## config.mk

```make
export PLATFORM = sky130hd
export DESIGN_NAME = tcc_pair
export DESIGN_NICKNAME = d
export VERILOG_FILES = /design/src/rtl/tcc_pkg.sv /design/src/rtl/tcc_edge.sv /design/src/rtl/tcc_pwmbuf.sv /design/src/rtl/tcc_channel.sv /design/src/rtl/tcc_pair.sv
export SDC_FILE = /design/constraint.sdc
export NUM_CORES = 1
export LEC_CHECK = 0
export ABC_AREA = 1
export BUFFER_PORTS_ARGS = -buffer_cell sky130_fd_sc_hd__buf_2
export CORE_ASPECT_RATIO = 0.8
export CORE_MARGIN = 5
export CORE_UTILIZATION = 45
export DETAILED_ROUTE_END_ITERATION = 12
export PLACE_DENSITY = 0.71
export SKIP_CTS_REPAIR_TIMING = 1
export SLEW_MARGIN = 20
export SYNTH_ARGS = -nofsm -noshare
export SYNTH_HDL_FRONTEND = slang
export SYNTH_SLANG_ARGS = --single-unit
```

## constraint.sdc

```tcl
create_clock -name clk -period 3 [get_ports clk]
set_input_delay 0.15 -clock clk [delete_from_list [all_inputs] [get_ports clk]]
set_output_delay 0.15 -clock clk [all_outputs]
set_load 0.01 [all_outputs]
```

## src/rtl/tcc_pkg.sv

```systemverilog
package tcc_pkg;

    typedef enum logic [1:0] {
        SEL_OFF = 2'b00,
        SEL_A   = 2'b01,
        SEL_B   = 2'b10,
        SEL_AB  = 2'b11
    } sel_e;

    typedef struct packed {
        logic flag;
        logic ie;
        logic bufsel;
        logic cmp_mode;
        sel_e sel;
        logic tov;
        logic maxd;
    } ctl_t;

    typedef enum logic [1:0] {
        A_CTL0 = 2'd0,
        A_VAL0 = 2'd1,
        A_CTL1 = 2'd2,
        A_VAL1 = 2'd3
    } reg_e;

    localparam int CTL_W = $bits(ctl_t);
    localparam int NCH   = 2;

    // capture: does this edge pair match the select code
    function automatic logic edge_hit(sel_e s, logic rise, logic fall);
        case (s)
            SEL_A:   return rise;
            SEL_B:   return fall;
            SEL_AB:  return rise | fall;
            default: return 1'b0;
        endcase
    endfunction

    // compare: pin level after a match
    function automatic logic pin_next(sel_e s, logic cur);
        case (s)
            SEL_A:   return ~cur;
            SEL_B:   return 1'b0;
            SEL_AB:  return 1'b1;
            default: return cur;
        endcase
    endfunction

endpackage

```

## src/rtl/tcc_edge.sv

```systemverilog
module tcc_edge #(
    parameter int STAGES = 2
) (
    input  logic clk,
    input  logic rst,
    input  logic pin_i,
    output logic rise_o,
    output logic fall_o
);
    localparam int LAST = STAGES - 1;

    logic [STAGES-1:0] chain_q;
    logic              prev_q;

    always_ff @(posedge clk) begin
        if (rst) begin
            chain_q <= '0;
            prev_q  <= 1'b0;
        end else begin
            chain_q <= {chain_q[STAGES-2:0], pin_i};
            prev_q  <= chain_q[LAST];
        end
    end

    assign rise_o = chain_q[LAST] & ~prev_q;
    assign fall_o = ~chain_q[LAST] & prev_q;

endmodule

```

## src/rtl/tcc_pwmbuf.sv

```systemverilog
module tcc_pwmbuf #(
    parameter int CNT_W = 16
) (
    input  logic             clk,
    input  logic             rst,
    input  logic             en_i,
    input  logic             ovf_i,
    input  logic             wr0_i,
    input  logic             wr1_i,
    input  logic [CNT_W-1:0] val0_i,
    input  logic [CNT_W-1:0] val1_i,
    output logic [CNT_W-1:0] act_o,
    output logic             act_ok_o
);
    logic [CNT_W-1:0] act_q;
    logic             ok_q;
    logic             pend_q;
    logic             last_q;

    always_ff @(posedge clk) begin
        if (rst) begin
            act_q  <= '0;
            ok_q   <= 1'b0;
            pend_q <= 1'b0;
            last_q <= 1'b0;
        end else if (!en_i) begin
            ok_q   <= 1'b0;
            pend_q <= 1'b0;
        end else begin
            if (ovf_i && pend_q) begin
                act_q  <= last_q ? val1_i : val0_i;
                ok_q   <= 1'b1;
                pend_q <= 1'b0;
            end
            if (wr0_i || wr1_i) begin
                pend_q <= 1'b1;
                last_q <= wr1_i;
            end
        end
    end

    assign act_o    = act_q;
    assign act_ok_o = ok_q;

    AST_LOAD_AT_WRAP: assert property (@(posedge clk) disable iff (rst)
        (!$stable(act_q) && !$past(rst)) |-> $past(ovf_i && pend_q));

endmodule

```

## src/rtl/tcc_channel.sv

```systemverilog
module tcc_channel
    import tcc_pkg::*;
#(
    parameter int CNT_W   = 16,
    parameter bit HAS_BUF = 1'b0
) (
    input  logic             clk,
    input  logic             rst,
    input  logic [CNT_W-1:0] cnt_i,
    input  logic             ovf_i,
    input  logic             dis_i,
    input  logic             ctl_wr_i,
    input  logic             ctl_rd_i,
    input  logic             val_wr_i,
    input  logic [CNT_W-1:0] wdata_i,
    input  logic             rise_i,
    input  logic             fall_i,
    input  logic             use_alt_i,
    input  logic [CNT_W-1:0] alt_val_i,
    input  logic             alt_ok_i,
    output ctl_t             ctl_o,
    output logic [CNT_W-1:0] val_o,
    output logic             pin_o,
    output logic             own_o,
    output logic             irq_o
);
    ctl_t             ctl_q;
    logic [CNT_W-1:0] val_q;
    logic             arm_q;
    logic             pout_q;
    logic             maxa_q;

    logic cap_hit;
    logic cmp_hit;
    logic evt;
    logic ctl_we;
    logic clr_ok;

    always_comb begin
        cap_hit = 1'b0;
        cmp_hit = 1'b0;
        if (!dis_i) begin
            if (!ctl_q.cmp_mode)
                cap_hit = edge_hit(ctl_q.sel, rise_i, fall_i);
            else if (use_alt_i)
                cmp_hit = alt_ok_i && (cnt_i == alt_val_i);
            else
                cmp_hit = (cnt_i == val_q);
        end
        evt    = cap_hit | cmp_hit;
        ctl_we = ctl_wr_i & ~dis_i;
        clr_ok = ctl_we & arm_q & ~wdata_i[7];
    end

    always_ff @(posedge clk) begin
        if (rst) begin
            ctl_q  <= '0;
            val_q  <= '0;
            arm_q  <= 1'b0;
            pout_q <= 1'b0;
            maxa_q <= 1'b0;
        end else begin
            if (evt)
                ctl_q.flag <= 1'b1;
            else if (clr_ok)
                ctl_q.flag <= 1'b0;

            if (evt || ctl_we)
                arm_q <= 1'b0;
            else if (ctl_rd_i && !dis_i && ctl_q.flag)
                arm_q <= 1'b1;

            if (ctl_we) begin
                ctl_q.ie       <= wdata_i[6];
                ctl_q.bufsel   <= HAS_BUF ? wdata_i[5] : 1'b0;
                ctl_q.cmp_mode <= wdata_i[4];
                ctl_q.sel      <= sel_e'(wdata_i[3:2]);
                ctl_q.tov      <= wdata_i[1];
                ctl_q.maxd     <= wdata_i[0];
            end

            if (cap_hit)
                val_q <= cnt_i;
            else if (val_wr_i)
                val_q <= wdata_i;

            if (!dis_i && ctl_q.cmp_mode) begin
                if (cmp_hit && ctl_q.sel != SEL_OFF)
                    pout_q <= pin_next(ctl_q.sel, pout_q);
                else if (ovf_i && ctl_q.tov)
                    pout_q <= ~pout_q;
            end

            if (!dis_i && ovf_i)
                maxa_q <= ctl_q.maxd & ctl_q.cmp_mode;
        end
    end

    assign ctl_o = dis_i ? '0 : ctl_q;
    assign val_o = val_q;
    assign pin_o = pout_q | maxa_q;
    assign own_o = ~dis_i & (ctl_q.sel != SEL_OFF);
    assign irq_o = ~dis_i & ctl_q.flag & ctl_q.ie;

    AST_FLAG_ONLY_ON_EVENT: assert property (@(posedge clk) disable iff (rst)
        $rose(ctl_q.flag) |-> $past(evt));
    AST_CLEAR_NEEDS_ARM: assert property (@(posedge clk) disable iff (rst)
        ($fell(ctl_q.flag) && !$past(rst)) |-> $past(arm_q && ctl_wr_i));
    AST_EVENT_WINS: assert property (@(posedge clk) disable iff (rst)
        evt |=> ctl_q.flag);
    AST_DISABLED_FROZEN: assert property (@(posedge clk) disable iff (rst)
        (dis_i && $past(dis_i)) |-> $stable(ctl_q));
    AST_PIN_MOVES_ON_CAUSE: assert property (@(posedge clk) disable iff (rst)
        (!$stable(pout_q) && !$past(rst)) |-> $past(cmp_hit || ovf_i));

endmodule

```

## src/rtl/tcc_pair.sv

```systemverilog
module tcc_pair
    import tcc_pkg::*;
#(
    parameter int CNT_W       = 16,
    parameter int SYNC_STAGES = 2
) (
    input  logic             clk,
    input  logic             rst,
    input  logic [CNT_W-1:0] cnt_val,
    input  logic             cnt_ovf,
    input  logic [1:0]       bus_addr,
    input  logic             bus_rd,
    input  logic             bus_wr,
    input  logic [CNT_W-1:0] bus_wdata,
    output logic [CNT_W-1:0] bus_rdata,
    input  logic [1:0]       ch_pin_in,
    output logic [1:0]       ch_pin_out,
    output logic [1:0]       ch_pin_own,
    output logic [1:0]       ch_irq
);
    localparam int PAD_W = CNT_W - CTL_W;

    ctl_t             ctl_v [NCH];
    logic [CNT_W-1:0] val_v [NCH];
    logic [NCH-1:0]   rise_v;
    logic [NCH-1:0]   fall_v;
    logic [NCH-1:0]   val_wr_v;
    logic [CNT_W-1:0] act_val;
    logic             act_ok;
    logic             buf_mode;

    assign buf_mode = ctl_v[0].bufsel;

    for (genvar g = 0; g < NCH; g++) begin : g_ch
        localparam logic [1:0] CTL_A = 2'(2 * g);
        localparam logic [1:0] VAL_A = 2'(2 * g + 1);
        localparam bit         EVEN  = (g % 2) == 0;

        logic dis;
        assign dis = EVEN ? 1'b0 : buf_mode;
        assign val_wr_v[g] = bus_wr && (bus_addr == VAL_A);

        tcc_edge #(.STAGES(SYNC_STAGES)) u_edge (
            .clk    (clk),
            .rst    (rst),
            .pin_i  (ch_pin_in[g]),
            .rise_o (rise_v[g]),
            .fall_o (fall_v[g])
        );

        tcc_channel #(.CNT_W(CNT_W), .HAS_BUF(EVEN)) u_ch (
            .clk       (clk),
            .rst       (rst),
            .cnt_i     (cnt_val),
            .ovf_i     (cnt_ovf),
            .dis_i     (dis),
            .ctl_wr_i  (bus_wr && (bus_addr == CTL_A)),
            .ctl_rd_i  (bus_rd && (bus_addr == CTL_A)),
            .val_wr_i  (val_wr_v[g]),
            .wdata_i   (bus_wdata),
            .rise_i    (rise_v[g]),
            .fall_i    (fall_v[g]),
            .use_alt_i (EVEN ? buf_mode : 1'b0),
            .alt_val_i (act_val),
            .alt_ok_i  (act_ok),
            .ctl_o     (ctl_v[g]),
            .val_o     (val_v[g]),
            .pin_o     (ch_pin_out[g]),
            .own_o     (ch_pin_own[g]),
            .irq_o     (ch_irq[g])
        );
    end

    tcc_pwmbuf #(.CNT_W(CNT_W)) u_buf (
        .clk      (clk),
        .rst      (rst),
        .en_i     (buf_mode),
        .ovf_i    (cnt_ovf),
        .wr0_i    (val_wr_v[0]),
        .wr1_i    (val_wr_v[1]),
        .val0_i   (val_v[0]),
        .val1_i   (val_v[1]),
        .act_o    (act_val),
        .act_ok_o (act_ok)
    );

    always_comb begin
        case (reg_e'(bus_addr))
            A_CTL0:  bus_rdata = {{PAD_W{1'b0}}, ctl_v[0]};
            A_VAL0:  bus_rdata = val_v[0];
            A_CTL1:  bus_rdata = {{PAD_W{1'b0}}, ctl_v[1]};
            default: bus_rdata = val_v[1];
        endcase
    end

    AST_ODD_RELEASED: assert property (@(posedge clk) disable iff (rst)
        buf_mode |-> (!ch_pin_own[1] && !ch_irq[1]));

endmodule

```

# Word-level counts from Yosys, hierarchy flattened
# Cells that the tools add are included.
dict set report totals {
  latchBits 0
  mem_bits_rw 0
  ff_bits 78
  n_memories 0
  in_bits 41
  romBits 0
  wordCells 138
  output_inout_bits 22
}
dict set report classes {
  n_mux 28
  n_lt_le_gt_ge 0
  shifts 0
  add_sub_neg 0
  n_bitwise 29
  div_mod_pow 0
  n_reduce_logical 38
  n_mul 0
  eq_ne 14
}
# operator n
set ops {}
lappend ops {{2-to-1 mux 16 bit} 5}
lappend ops {{equality test 16 bit} 3}
lappend ops {{case mux 16 bit (3 select lines)} 1}
lappend ops {{nonzero test 2 bit} 9}
lappend ops {{logical AND 1 bit} 17}
lappend ops {{2-to-1 mux 1 bit} 17}
lappend ops {{bitwise AND 1 bit} 15}
lappend ops {{equality test 2 bit, second input constant} 6}
lappend ops {{case mux 1 bit (3 select lines)} 4}
lappend ops {{2-to-1 mux 8 bit} 1}
lappend ops {{!= test 4 bit, second input constant} 2}
lappend ops {{NOT 1 bit} 8}
lappend ops {{equality test 2 x 1 -> 1 bit, second input constant} 3}
lappend ops {{OR 1 bit} 6}
lappend ops {{AND reduction 3 bit} 2}
lappend ops {{OR reduction 2 bit} 3}
lappend ops {{AND reduction 2 bit} 2}
lappend ops {{logical OR 1 bit} 3}
lappend ops {{zero test 2 bit} 1}
lappend ops {{zero test 1 bit} 1}

# Longest topological paths before layout
dict set report depth {
  word_depth 9
  ltp_mapped 15
  ltp_nobuf 15
}

# Modules after synthesis
# From an unflattened synthesis, not the netlist that was laid out.
dict set report unflattened {
  hier_cells 967
  hier_area_um2 5491.5
}
# module n_inst cells_each seq_area_each_um2 area_each_um2
set by_module_without_submodules {}
lappend by_module_without_submodules {{tcc_channel (g_ch[0].u_ch)} 1 343 540.5 1935.6}
lappend by_module_without_submodules {{tcc_channel (g_ch[1].u_ch)} 1 345 520.5 1923.1}
lappend by_module_without_submodules {tcc_pwmbuf 1 168 380.4 989.7}
lappend by_module_without_submodules {tcc_pair 1 87 0.0 455.4}
lappend by_module_without_submodules {tcc_edge 2 12 60.1 93.8}

# Least setup slack after synthesis
# OpenSTA, ideal clock, no wires.
dict set report synth_timing {
  path_type {register -> register}
  start {register g_ch[1].u_edge.prev_q}
  end {register g_ch[1].u_ch.val_q[14]}
  path_buffers 1
  t_required_ns 2.864
  synth_period_minus_slack_ns 1.643
  arrival_time_ns 1.507
  path_stages_with_launch 10
  setup_slack_ns 1.357
  setup_time_ns 0.136
  path_cell_list {dfxtp_1 -> inv_1 -> ha_1 -> o21ai_1 -> a21oi_1 -> nor4_1 -> inv_1 -> clkbuf_1 -> o21ai_0 -> a31oi_1}
}
dict set report synth_via {
  elab_chain_cells 7
  word_cells_on_any_way 9
  cone_classes {mux (4); bitwise (4); reduce/logical (1)}
}
# element line
set synth_lines {}
lappend synth_lines {{start: declaration} tcc_edge.sv:13} ;# logic prev_q;
lappend synth_lines {{start signal: assignment} tcc_edge.sv:21} ;# prev_q <= chain_q[LAST];
lappend synth_lines {{NOT 1 bit} tcc_edge.sv:25} ;# assign rise_o = chain_q[LAST] & ~prev_q;
lappend synth_lines {{bitwise AND 1 bit} tcc_edge.sv:25}
lappend synth_lines {{OR 1 bit} tcc_pkg.sv:35} ;# SEL_AB: return rise | fall;
lappend synth_lines {{case mux 1 bit (3 select lines) *} tcc_pkg.sv:32} ;# case (s)
lappend synth_lines {{2-to-1 mux 1 bit *} tcc_channel.sv:43} ;# if (!ctl_q.cmp_mode)
lappend synth_lines {{2-to-1 mux 1 bit *} tcc_channel.sv:42} ;# if (!dis_i) begin
lappend synth_lines {{2-to-1 mux 16 bit / nonzero test 2 bit (equally long branches)} -}
lappend synth_lines {{end signal: assignment} tcc_channel.sv:83} ;# val_q <= cnt_i;
lappend synth_lines {{end signal: assignment} tcc_channel.sv:85} ;# val_q <= wdata_i;
lappend synth_lines {{end: declaration} tcc_channel.sv:28} ;# logic [CNT_W-1:0] val_q;
# Mark *: on every way between the ends. The rest lies on a longest branch, timed or not.
# A chain may end at the register's enable or synchronous reset.

# Final worst setup path
dict set report layout_timing {
  start {register g_ch[1].u_ch.ctl_q[2] in the netlist's numbering}
  end {register g_ch[1].u_ch.arm_q}
}
dict set report layout_via {
  elab_chain_cells 7
  word_cells_on_any_way 9
  cone_classes {eq/ne (3); mux (3); bitwise (1); reduce/logical (2)}
}
# element line
set layout_lines {}
lappend layout_lines {{start: declaration} tcc_channel.sv:27} ;# ctl_t ctl_q;
lappend layout_lines {{equality test 2 bit / equality test 2 x 1 -> 1 bit (equally long branches)} tcc_pkg.sv:32}
lappend layout_lines {{case mux 1 bit (3 select lines) *} tcc_pkg.sv:32}
lappend layout_lines {{2-to-1 mux 1 bit *} tcc_channel.sv:43}
lappend layout_lines {{2-to-1 mux 1 bit *} tcc_channel.sv:42}
lappend layout_lines {{OR 1 bit *} tcc_channel.sv:50} ;# evt = cap_hit | cmp_hit;
lappend layout_lines {{logical OR 1 bit *} tcc_channel.sv:68} ;# if (evt || ctl_we)
lappend layout_lines {{OR reduction 2 bit (no source line) *} -}
lappend layout_lines {{end signal: assignment} tcc_channel.sv:59} ;# arm_q <= 1'b0;
lappend layout_lines {{end signal: assignment} tcc_channel.sv:69} ;# arm_q <= 1'b0;
lappend layout_lines {{end signal: assignment} tcc_channel.sv:71} ;# arm_q <= 1'b1;
lappend layout_lines {{end: declaration} tcc_channel.sv:29} ;# logic arm_q;
# Marks and branches as above.

==> impl_metrics.py <==
metrics = {
    "run_status": {
        "status": "finished, final reports clean",
    },
    "timing": {
        "fin_worst_skew_ns": 0.00603,
        "rsz0062_at_grt": "false",
        "setup_viol": 0,
        "finalCritPeriodShare": 0.750,
        "tightestPinTransition_ns": 0.740,
        "setup_ws_ns": 0.749,
        "drv_slew": 0,
        "hold_viol_final": 0,
        "hold_slack_ns": 0.00712,
        "tns_ns": 0,
        "fmax_mhz": 444,
        "relSlewSlack": 0.506,
        "min_period_ns": 2.25,
    },
    "synth": {
        "syn-cell-area_um2": 4630,
        "syn-num-nets": 770,
        "yosys_warnings": 0,
        "netlist.top_cell.by_area": "dfxtp_1",
        "synth_top_area_frac": 0.337,
        "synthFlopType": "dfxtp_1",
        "synth_seq_cells": 78,
        "synth_common_cells": "nand2_1 (188), inv_1 (87), dfxtp_1 (78)",
        "yosysMostFrequentCell": "nand2_1",
        "synthCells": 717,
        "async_reset_ff_frac": 0,
        "synthTopCellsByArea": "dfxtp_1 (34%), nand2_1 (15%), o21ai_0 (7.1%)",
        "avgSynthCellArea_um2": 6.46,
        "yosysUniqueCellTypes": 37,
        "synth_edf_count": 0,
        "yosysSeqAreaShare": 0.337,
    },
    "global_routing": {
        "grt_pass1_wl_mm": 23.6,
        "grtUsageTotal": 0.245,
        "first_global_vias": 4667,
        "grt_start_max_net_pins": 50,
        "overflow": 0,
        "antenna_found_initial": 0,
    },
    "routing": {
        "wirelength_mm": 14.8,
        "first_pass_iters": 6,
        "ant_nets": 0,
        "drt-initial-drc-count": 611,
        "routedWlPerCell_um": 16.3,
        "via_count": 4926,
        "vias_per_cell": 5.43,
        "drc": 0,
    },
    "layout": {
        "syn_to_final_growth_pct": 14.5,
        "num-fill-cells": 1039,
        "multi_input_area_um2": 2480,
        "fin_nets": 815,
        "num_antenna_cells": 0,
        "seqCellArea_um2": 1560,
        "drive_above_1_share": 0.150,
    },
    "worst_setup_path": {
        "cp-start-kind": "flop",
        "path_class": "reg2reg",
        "cp-end-kind": "flop",
        "path_max_fanout": 20,
        "required_ns": 3.21,
        "arrival_ns": 2.46,
    },
    "clock_tree": {
        "clock-sinks": 78,
        "clockRootBuffer": "clkbuf_16",
        "clk_latency_ns": 0.34,
        "cts.path.max_buffers": 2,
        "cts_buffers": 9,
        "h-tree-depth": 3,
        "tritoncts": "yes",
        "clk_pin_slew_ns": 0.06,
    },
    "power": {
        "power_density_nw_per_um2": 490,
        "peakVddDrop_mv": 0.301,
        "power_mw": 2.60,
        "p_leak_nw": 2.37,
    },
    "floorplanning": {
        "die_w_um": 123,
        "fp.dieArea_um2": 12400,
        "io-pin-count": 63,
        "rows": 33,
        "initial_core_util": 0.456,
        "core_um2": 10200,
        "chipHeight_um": 101,
    },
    "placed_design": {
        "portBuffers": 62,
        "gp_congestion": 0.996,
        "place_ws_ns": 0.855,
        "dpl.hpwl_mm": 10.5,
    },
    "job": {
        "drv_cap": 0,
    },
    "worst_hold_path": {
        "hold_path_class": "in2reg",
    },
}
worst max-delay path: stages, from the launching register on:
cell	delay (ns)
dfxtp_1	0.40
inv_1	0.11
ha_1	0.21
nand2_1	0.07
o21ai_1	0.06
a21oi_1	0.17
nor4_2	0.05
buf_4	0.23
inv_1	0.34
nand2_1	0.13
a2111oi_0	0.34
cell usage in the layout, fill, tap and decap left out, types with 2 or more instances in the layout:
master / n
nand2_1: 188
inv_1: 87
dfxtp_1: 78
nor2_1: 70
o21ai_0: 66
buf_2: 62
a21oi_1: 38
a211oi_1: 33
inv_2: 19
a31oi_1: 14
nand3_1: 13
ha_1: 12
o22ai_1: 11
o21ai_1: 11
clkbuf_16: 9
xnor2_1: 7
nand4_1: 7
buf_4: 7
nor2_2: 4
o2111ai_1: 4
xor2_1: 3
nor3_1: 2
or2_2: 2
o211ai_1: 2
clkbuf_1: 2
bufinv_16: 2
clkinv_2: 2
per-layer routing:
layer  GRT usage  vias to the layer above  wire length (um)
li1            -                     2410                 -
met1       0.338                     2213              6500
met2       0.372                      276              6390
met3      0.0690                       27              1640
met4      0.0757                        0               262
met5           0                        -                 0
per-stage QoR:
stage,instance area [um2],std cells,util
final,5300,907,0.522
after CTS,5300,907,0.522
after detailed placement,4980,891,0.491
after global placement,4980,891,0.491
after global routing,5300,907,0.522
after floorplan,4630,717,-
state kept, by name, indices dropped and copies added (netlist names):
name / cells
u_buf.act_o: 16
g_ch.u_ch.arm_q: 2
g_ch.u_ch.maxa_q: 2
g_ch.u_ch.val_o: 32
u_buf.act_ok_o: 1
g_ch.u_edge.chain_q: 4
g_ch.u_ch.pout_q: 2
g_ch.u_edge.prev_q: 2
u_buf.pend_q: 1
g_ch.u_ch.ctl_q: 15
u_buf.last_q: 1
power breakdown:
part / internal [mW] / leakage, nW / switching [mW]
registers: 1.07 / 0.633 / 0.0290
logic: 0.101 / 1.58 / 0.209
clock network: 0.750 / 0.157 / 0.444
final cells by class:
type | instances | area share
multi-input combinational | 496 | 0.467
sequential | 78 | 0.295
inverter | 108 | 0.0769
timing repair buffer | 69 | 0.0684
clock buffer | 12 | 0.0465
tap | 140 | 0.0330
clock inverter | 4 | 0.0132
path summary, 6_finish.rpt:
path	depth (start not counted)	end	from	slack (ns)
max	10	g_ch[1].u_ch.arm_q	g_ch[1].u_ch.ctl_q[2]	0.75
min	3	g_ch[0].u_edge.chain_q[0]	ch_pin_in[0]	0.007
max reg2reg	10	g_ch[1].u_ch.arm_q	g_ch[1].u_ch.ctl_q[2]	0.75
min reg2reg	2	g_ch[0].u_edge.chain_q[1]	g_ch[0].u_edge.chain_q[0]	0.41
logic make-up (layout without fill, tap and decap cells):
family,count (synthesis),in the layout,share of synthesized area
and+or+nand+nor,292,292,0.254
AOI/OAI and AO/OA,182,182,0.228
buffers and inverters,143,193,0.129
DFF,78,78,0.337
adders and majority gates,12,12,0.0324
xor gates and xnor gates,10,10,0.0189
(Power assumes the default switching activity.)
